--- src/rtl/seqr_pkg.sv ---
package seqr_pkg;

   // Clamp a requested array count into the legal range 1..max_n.
   function automatic int unsigned clamp_count(input int unsigned req, input int unsigned max_n);
      if (req == 0)
         return 1;
      else if (req > max_n)
         return max_n;
      else
         return req;
   endfunction

endpackage

--- src/rtl/seqr_edge_det.sv ---
module seqr_edge_det (
   input  logic clk,
   input  logic rst_n,
   input  logic lvl_i,
   output logic rise_o,
   output logic fall_o
);

   logic lvl_q;

   always_ff @(posedge clk or negedge rst_n) begin
      if (!rst_n)
         lvl_q <= 1'b0;
      else
         lvl_q <= lvl_i;
   end

   assign rise_o = lvl_i & ~lvl_q;
   assign fall_o = ~lvl_i & lvl_q;

endmodule

--- src/rtl/seqr_chain_start.sv ---
module seqr_chain_start #(
   parameter int N_ARRAYS = 4,
   parameter int CW       = 3
) (
   input  logic                clk,
   input  logic                rst_n,
   input  logic                busy_i,
   input  logic [CW-1:0]       cnt_i,
   input  logic                st0_i,
   input  logic [N_ARRAYS-1:0] eos_n_i,
   input  logic [N_ARRAYS-1:0] sel_i,
   output logic [N_ARRAYS-1:0] start_o
);

   assign start_o[0] = st0_i;

   for (genvar k = 1; k < N_ARRAYS; k++) begin : g_link
      logic st_q;

      // the inverted end-of-scan of array k-1 starts array k
      always_ff @(posedge clk or negedge rst_n) begin
         if (!rst_n)
            st_q <= 1'b0;
         else
            st_q <= busy_i && (CW'(k) < cnt_i) && !eos_n_i[k-1];
      end

      assign start_o[k] = st_q;

      p_chain_in_frame_r6: assert property (@(posedge clk) disable iff (!rst_n)
         start_o[k] |-> (sel_i != '0));
   end

endmodule

--- src/rtl/seqr_scan_ctrl.sv ---
module seqr_scan_ctrl
   import seqr_pkg::*;
#(
   parameter int N_ARRAYS = 4,
   parameter int ELEMS    = 64,
   parameter int CW       = 3,
   parameter int IW       = 9
) (
   input  logic                clk,
   input  logic                rst_n,
   input  logic                frame_start_i,
   input  logic [CW-1:0]       cnt_i,
   input  logic [N_ARRAYS-1:0] eos_n_i,
   input  logic                rise1_i,
   input  logic                fall1_i,
   input  logic                rise2_i,
   output logic                busy_o,
   output logic [CW-1:0]       cnt_o,
   output logic                st0_o,
   output logic [N_ARRAYS-1:0] sel_o,
   output logic                pix_valid_o,
   output logic [IW-1:0]       pix_idx_o,
   output logic                done_o
);

   localparam int AW = (N_ARRAYS > 1) ? $clog2(N_ARRAYS) : 1;
   localparam int LW = (ELEMS > 1) ? $clog2(ELEMS) : 1;

   logic                busy_q, st0_q, eos_seen_q, valid_q, done_q;
   logic [AW-1:0]       cur_q;
   logic [LW-1:0]       lcnt_q;
   logic [CW-1:0]       cnt_q;
   logic [N_ARRAYS-1:0] sel_q;
   logic [IW-1:0]       idx_q;
   logic                accept, last_arr, eos_now;

   assign accept   = frame_start_i && !busy_q;
   assign last_arr = ((CW'(cur_q) + CW'(1)) == cnt_q);
   assign eos_now  = fall1_i && !eos_n_i[cur_q];

   always_ff @(posedge clk or negedge rst_n) begin
      if (!rst_n) begin
         busy_q     <= 1'b0;
         st0_q      <= 1'b0;
         eos_seen_q <= 1'b0;
         valid_q    <= 1'b0;
         done_q     <= 1'b0;
         cur_q      <= '0;
         lcnt_q     <= '0;
         cnt_q      <= CW'(1);
         sel_q      <= '0;
         idx_q      <= '0;
      end else begin
         valid_q <= 1'b0;
         done_q  <= 1'b0;
         if (accept) begin
            busy_q     <= 1'b1;
            st0_q      <= 1'b1;
            eos_seen_q <= 1'b0;
            cur_q      <= '0;
            lcnt_q     <= '0;
            cnt_q      <= CW'(clamp_count(int'(cnt_i), N_ARRAYS));
            sel_q      <= N_ARRAYS'(1);
         end else if (busy_q) begin
            if (rise1_i)
               st0_q <= 1'b0;
            if (eos_now)
               eos_seen_q <= 1'b1;
            if (rise2_i) begin
               valid_q <= 1'b1;
               idx_q   <= IW'(cur_q) * IW'(ELEMS) + IW'(lcnt_q);
               if (eos_seen_q) begin
                  eos_seen_q <= 1'b0;
                  lcnt_q     <= '0;
                  if (last_arr) begin
                     busy_q <= 1'b0;
                     st0_q  <= 1'b0;
                     sel_q  <= '0;
                     done_q <= 1'b1;
                  end else begin
                     cur_q <= cur_q + AW'(1);
                     sel_q <= sel_q << 1;
                  end
               end else if (lcnt_q != LW'(ELEMS - 1)) begin
                  lcnt_q <= lcnt_q + LW'(1);
               end
            end
         end
      end
   end

   assign busy_o      = busy_q;
   assign cnt_o       = cnt_q;
   assign st0_o       = st0_q;
   assign sel_o       = sel_q;
   assign pix_valid_o = valid_q;
   assign pix_idx_o   = idx_q;
   assign done_o      = done_q;

   p_sel_onehot_r7: assert property (@(posedge clk) disable iff (!rst_n)
      $onehot0(sel_q) && (busy_q == (sel_q != '0)));

   p_sel_moves_on_rise2_r5: assert property (@(posedge clk) disable iff (!rst_n)
      (busy_q && !rise2_i) |=> $stable(sel_q));

   p_idx_in_range_r4: assert property (@(posedge clk) disable iff (!rst_n)
      valid_q |-> (idx_q < IW'(N_ARRAYS * ELEMS)));

   p_done_single_r8: assert property (@(posedge clk) disable iff (!rst_n)
      done_q |-> (sel_q == '0) ##1 !done_q);

   p_busy_ignores_start_r3: assert property (@(posedge clk) disable iff (!rst_n)
      (busy_q && frame_start_i && !rise2_i) |=> $stable(cur_q));

endmodule

--- src/rtl/chained_scan_seq.sv ---
module chained_scan_seq #(
   parameter  int N_ARRAYS = 4,
   parameter  int ELEMS    = 64,
   localparam int CW       = $clog2(N_ARRAYS + 1),
   localparam int IW       = $clog2(N_ARRAYS * ELEMS + 1)
) (
   input  logic                clk,
   input  logic                rst_n,
   input  logic                frame_start_i,
   input  logic [CW-1:0]       arr_cnt_i,
   input  logic [N_ARRAYS-1:0] eos_n_i,
   input  logic                phi1_i,
   input  logic                phi2_i,
   output logic [N_ARRAYS-1:0] start_o,
   output logic [N_ARRAYS-1:0] sel_o,
   output logic                pix_valid_o,
   output logic [IW-1:0]       pix_idx_o,
   output logic                frame_done_o
);

   // legal array count range
   if (N_ARRAYS < 1 || N_ARRAYS > 8) begin : g_bad_n
      $error("chained_scan_seq: N_ARRAYS must be 1..8");
   end
   if (ELEMS < 2) begin : g_bad_e
      $error("chained_scan_seq: ELEMS must be at least 2");
   end

   logic          rise1, fall1, rise2, fall2_unused;
   logic          busy, st0;
   logic [CW-1:0] cnt_l;

   seqr_edge_det u_phi1 (
      .clk    (clk),
      .rst_n  (rst_n),
      .lvl_i  (phi1_i),
      .rise_o (rise1),
      .fall_o (fall1)
   );

   seqr_edge_det u_phi2 (
      .clk    (clk),
      .rst_n  (rst_n),
      .lvl_i  (phi2_i),
      .rise_o (rise2),
      .fall_o (fall2_unused)
   );

   seqr_scan_ctrl #(
      .N_ARRAYS (N_ARRAYS),
      .ELEMS    (ELEMS),
      .CW       (CW),
      .IW       (IW)
   ) u_ctrl (
      .clk           (clk),
      .rst_n         (rst_n),
      .frame_start_i (frame_start_i),
      .cnt_i         (arr_cnt_i),
      .eos_n_i       (eos_n_i),
      .rise1_i       (rise1),
      .fall1_i       (fall1),
      .rise2_i       (rise2),
      .busy_o        (busy),
      .cnt_o         (cnt_l),
      .st0_o         (st0),
      .sel_o         (sel_o),
      .pix_valid_o   (pix_valid_o),
      .pix_idx_o     (pix_idx_o),
      .done_o        (frame_done_o)
   );

   seqr_chain_start #(
      .N_ARRAYS (N_ARRAYS),
      .CW       (CW)
   ) u_chain (
      .clk     (clk),
      .rst_n   (rst_n),
      .busy_i  (busy),
      .cnt_i   (cnt_l),
      .st0_i   (st0),
      .eos_n_i (eos_n_i),
      .sel_i   (sel_o),
      .start_o (start_o)
   );

   p_reset_quiet_r1: assert property (@(posedge clk) disable iff (!rst_n)
      !busy |-> (start_o[0] == 1'b0));

endmodule

--- config.mk ---
export PLATFORM = sky130hd
export DESIGN_NAME = chained_scan_seq
export DESIGN_NICKNAME = d
export VERILOG_FILES = /design/src/rtl/seqr_pkg.sv /design/src/rtl/seqr_edge_det.sv /design/src/rtl/seqr_chain_start.sv /design/src/rtl/seqr_scan_ctrl.sv /design/src/rtl/chained_scan_seq.sv
export SDC_FILE = /design/constraint.sdc
export NUM_CORES = 1
export LEC_CHECK = 0
export ABC_AREA = 1
export BUFFER_PORTS_ARGS = -buffer_cell sky130_fd_sc_hd__buf_4
export CAP_MARGIN = 10
export CORE_AREA = 2 2 57 59
export DETAILED_ROUTE_END_ITERATION = 12
export DIE_AREA = 0 0 59 61
export PLACE_DENSITY_LB_ADDON = 0.15
export SLEW_MARGIN = 5
export SYNTH_ARGS = -nofsm -noshare
export SYNTH_HDL_FRONTEND = slang
export SYNTH_SLANG_ARGS = --single-unit
--- constraint.sdc ---
create_clock -name clk -period 1.65 [get_ports clk]
set_input_delay 0.2475 -clock clk [delete_from_list [all_inputs] [get_ports clk]]
set_output_delay 0.2475 -clock clk [all_outputs]
set_load 0.005 [all_outputs]
==> metrics <==
CP required 1.90 ns; gpl congestion 0.883; Fin Clk Skew 0.0153 ns; Crit Path Category reg2reg; area leader, netlist dfrtp_1; post-synthesis cell count 177; initial antenna violation count 0; Max clock buf depth 2; Syn Std Cell Area 0.00154 mm2; Synth area leaders dfrtp_1 52%, nand2_1 9.5%, inv_1 6.6%; Fin. Hold Viols 0; Worst-path clk slew 0.10 ns; fillers 261; r2r worst-path depth 7; max-cap check violation count 0; Setup crit start kind flop; Core Rows 20; unrepaired setup endpoints after global routing false; Hold Crit Class in2reg; I/O Buffers 29; leakage power 0.993 nW; Final ANT Viol Nets 0; count of state elements after synthesis 33; CTS H-Tree Depth 2; final number of max-transition violations 0; post-synth top area share 52.0%; EDFF count, synth 0; largest net degree at the start of global routing 34; Die ar. 0.00360 mm2; Worst Path Max Fanout 6; first-pass GRT wire length 4910 um; Initial Util 52.2%; Yosys cell types 27; warnings from Yosys 0; Via Count 1211; post-layout util 62.5%; Max Clock Freq 0.651 GHz; Post-synth ARST share 100%; total track usage 19.2%; FF-to-FF End u_ctrl.cur_q[0]; power per cell area 1450 mW/mm2; CP startpoint u_ctrl.cur_q[0]; Crit path arrival time 1.78 ns; CTS Sinks 33; Synth top cells by count 39 x nand2_1, 32 x dfrtp_1, 27 x inv_1, 15 x o21ai_0, 13 x nor2_1; FF-to-FF Start u_ctrl.cur_q[0]; Core Area 0.00295 mm2; # diodes 0; clk root buf clkbuf_4; Setup TNS 0 ns; die width 59 um; worst vdd ir 0.827 mV; number of vias per cell 4.98; vias in the first global route 1060; critical path endpoint u_ctrl.cur_q[0]; minimum clock period 1.54 ns; Wirelength per Cell 12.1 um; Die Height 61 um; Final period util 93.1%; # Post-CTS Setup Buffers 0; most frequent cell after synthesis nand2_1; drc violations 0; Syn-to-layout area delta 19.9%; cts bufs inserted 5; Syn Area/Cell 8.70 um2; final net count 223; CTS tree built; Post-Route WL 2950 um; CP Capture Type flop; DR pass1 iterations 5; initial DRC count 58; status completed; syn nets 191; gr ovfl total 0; DP HPWL 2150 um; Seq/Total Area, Yosys 53.7%; Final Setup Violations 0; r2r setup slk 0.11 ns; Primary FF master, synth dfrtp_1; Ports 31; worst skew pair latency 0.35 ns; share of cells above drive strength 1 25.7%
-- per-layer routing --
layer | global-route usage, % | part of all wire, % | vias to the layer above
met3 | 5.12 | 5.2 | 7
li1 | - | - | 617
met4 | 11.7 | 2.8 | 0
met1 | 25.6 | 48 | 552
met2 | 27.9 | 44 | 35
met5 | 0 | 0 | -
-- logic make-up after synthesis --
group                      Yosys count  share of synthesized area (%)
AOI/OAI and AO/OA                   28                           10.1
other                                1                          0.243
adders and majority gates            2                           1.62
buffers and inverters               35                           9.99
and+or+nand+nor                     77                           23.8
DFF                                 33                           53.7
xor gates and xnor gates             1                          0.569
-- stage by stage --
step / instances / total power [mW] / hold slack, ns / setup WS [ns] / instance area (um2)
floorplan: 177 / 1.83 / -0.0481 / 0.282 / 1540
global placement: 233 / 2.13 / 0.207 / 0.224 / 1760
detailed placement: 233 / 2.16 / 0.211 / 0.157 / 1760
CTS: 243 / 2.69 / 0.0159 / 0.134 / 1850
global route: 243 / 2.88 / 0.000987 / 0.0462 / 1850
finish: 243 / 2.68 / 0.0231 / 0.113 / 1850
-- sequential cells by signal, indices dropped and copies added (netlist names) --
name	flops
u_ctrl.sel_o	4
u_ctrl.lcnt_q	6
u_ctrl.busy_o	1
u_ctrl.st0_o	1
u_phi1.lvl_q	1
u_phi2.lvl_q	1
u_ctrl.cnt_o	3
u_ctrl.eos_seen_q	1
u_chain.g_link.st_q	3
u_ctrl.pix_idx_o	8
u_ctrl.done_o	1
u_ctrl.cur_q	2
u_ctrl.pix_valid_o	1
-- cells in the final DEF (no fill, tap or decap), types with 3 or more instances in the layout --
cell type and n:
dfrtp_1 32, nand2_2 3, nand2_1 39, nand4_1 3, nor2_1 13, a21oi_1 4, o21ai_1 4, clkbuf_4 5
nand3_1 9, buf_4 29, inv_1 27, nor2_4 3, o21ai_0 15
-- worst max-delay path, cell delays in order (launching register included) --
cell     delay [ns]
dfrtp_1        0.43
ha_1           0.33
xnor2_1        0.23
nand3_1        0.15
nand2_2        0.14
nand2_1        0.06
nand2_1        0.05
nor2_1         0.04
-- area by class of cell --
cell class | instances | area [um2] | share of cell area, %
flip-flops and latches | 33 | 827 | 44.8
multi-input cells | 109 | 559 | 30.3
repair buffers | 31 | 238 | 12.9
inverters | 29 | 111 | 6.03
clock buffers | 7 | 65.1 | 3.52
well taps | 33 | 41.3 | 2.24
clock inverters | 1 | 5.00 | 0.271
-- power breakdown --
group | switching, mW | internal, mW
Combinational | 0.496 | 0.423
Clock | 0.287 | 0.247
Sequential | 0.184 | 1.05
-- what timing repair did --
action                                  in CTS  in global routing
hold endpoints to repair                    33                  0
gates resized for setup                      0                  0
hold buffers                                 2                  0
endpoints found under the setup margin       0                  0
-- worst min path at each step --
stage,from,depth (start not counted),slack (ns),endpoint
detailed placement,rst_n,1,0.21,u_chain.g_link[1].st_q
floorplan,rst_n,0,-0.05,u_chain.g_link[1].st_q
finish,phi1_i,1,0.02,u_phi1.lvl_q
global placement,rst_n,1,0.21,u_chain.g_link[1].st_q
global route,phi1_i,1,0.001,u_phi1.lvl_q
CTS,phi1_i,1,0.02,u_phi1.lvl_q
No activity file was read; power rests on OpenSTA's default activity.
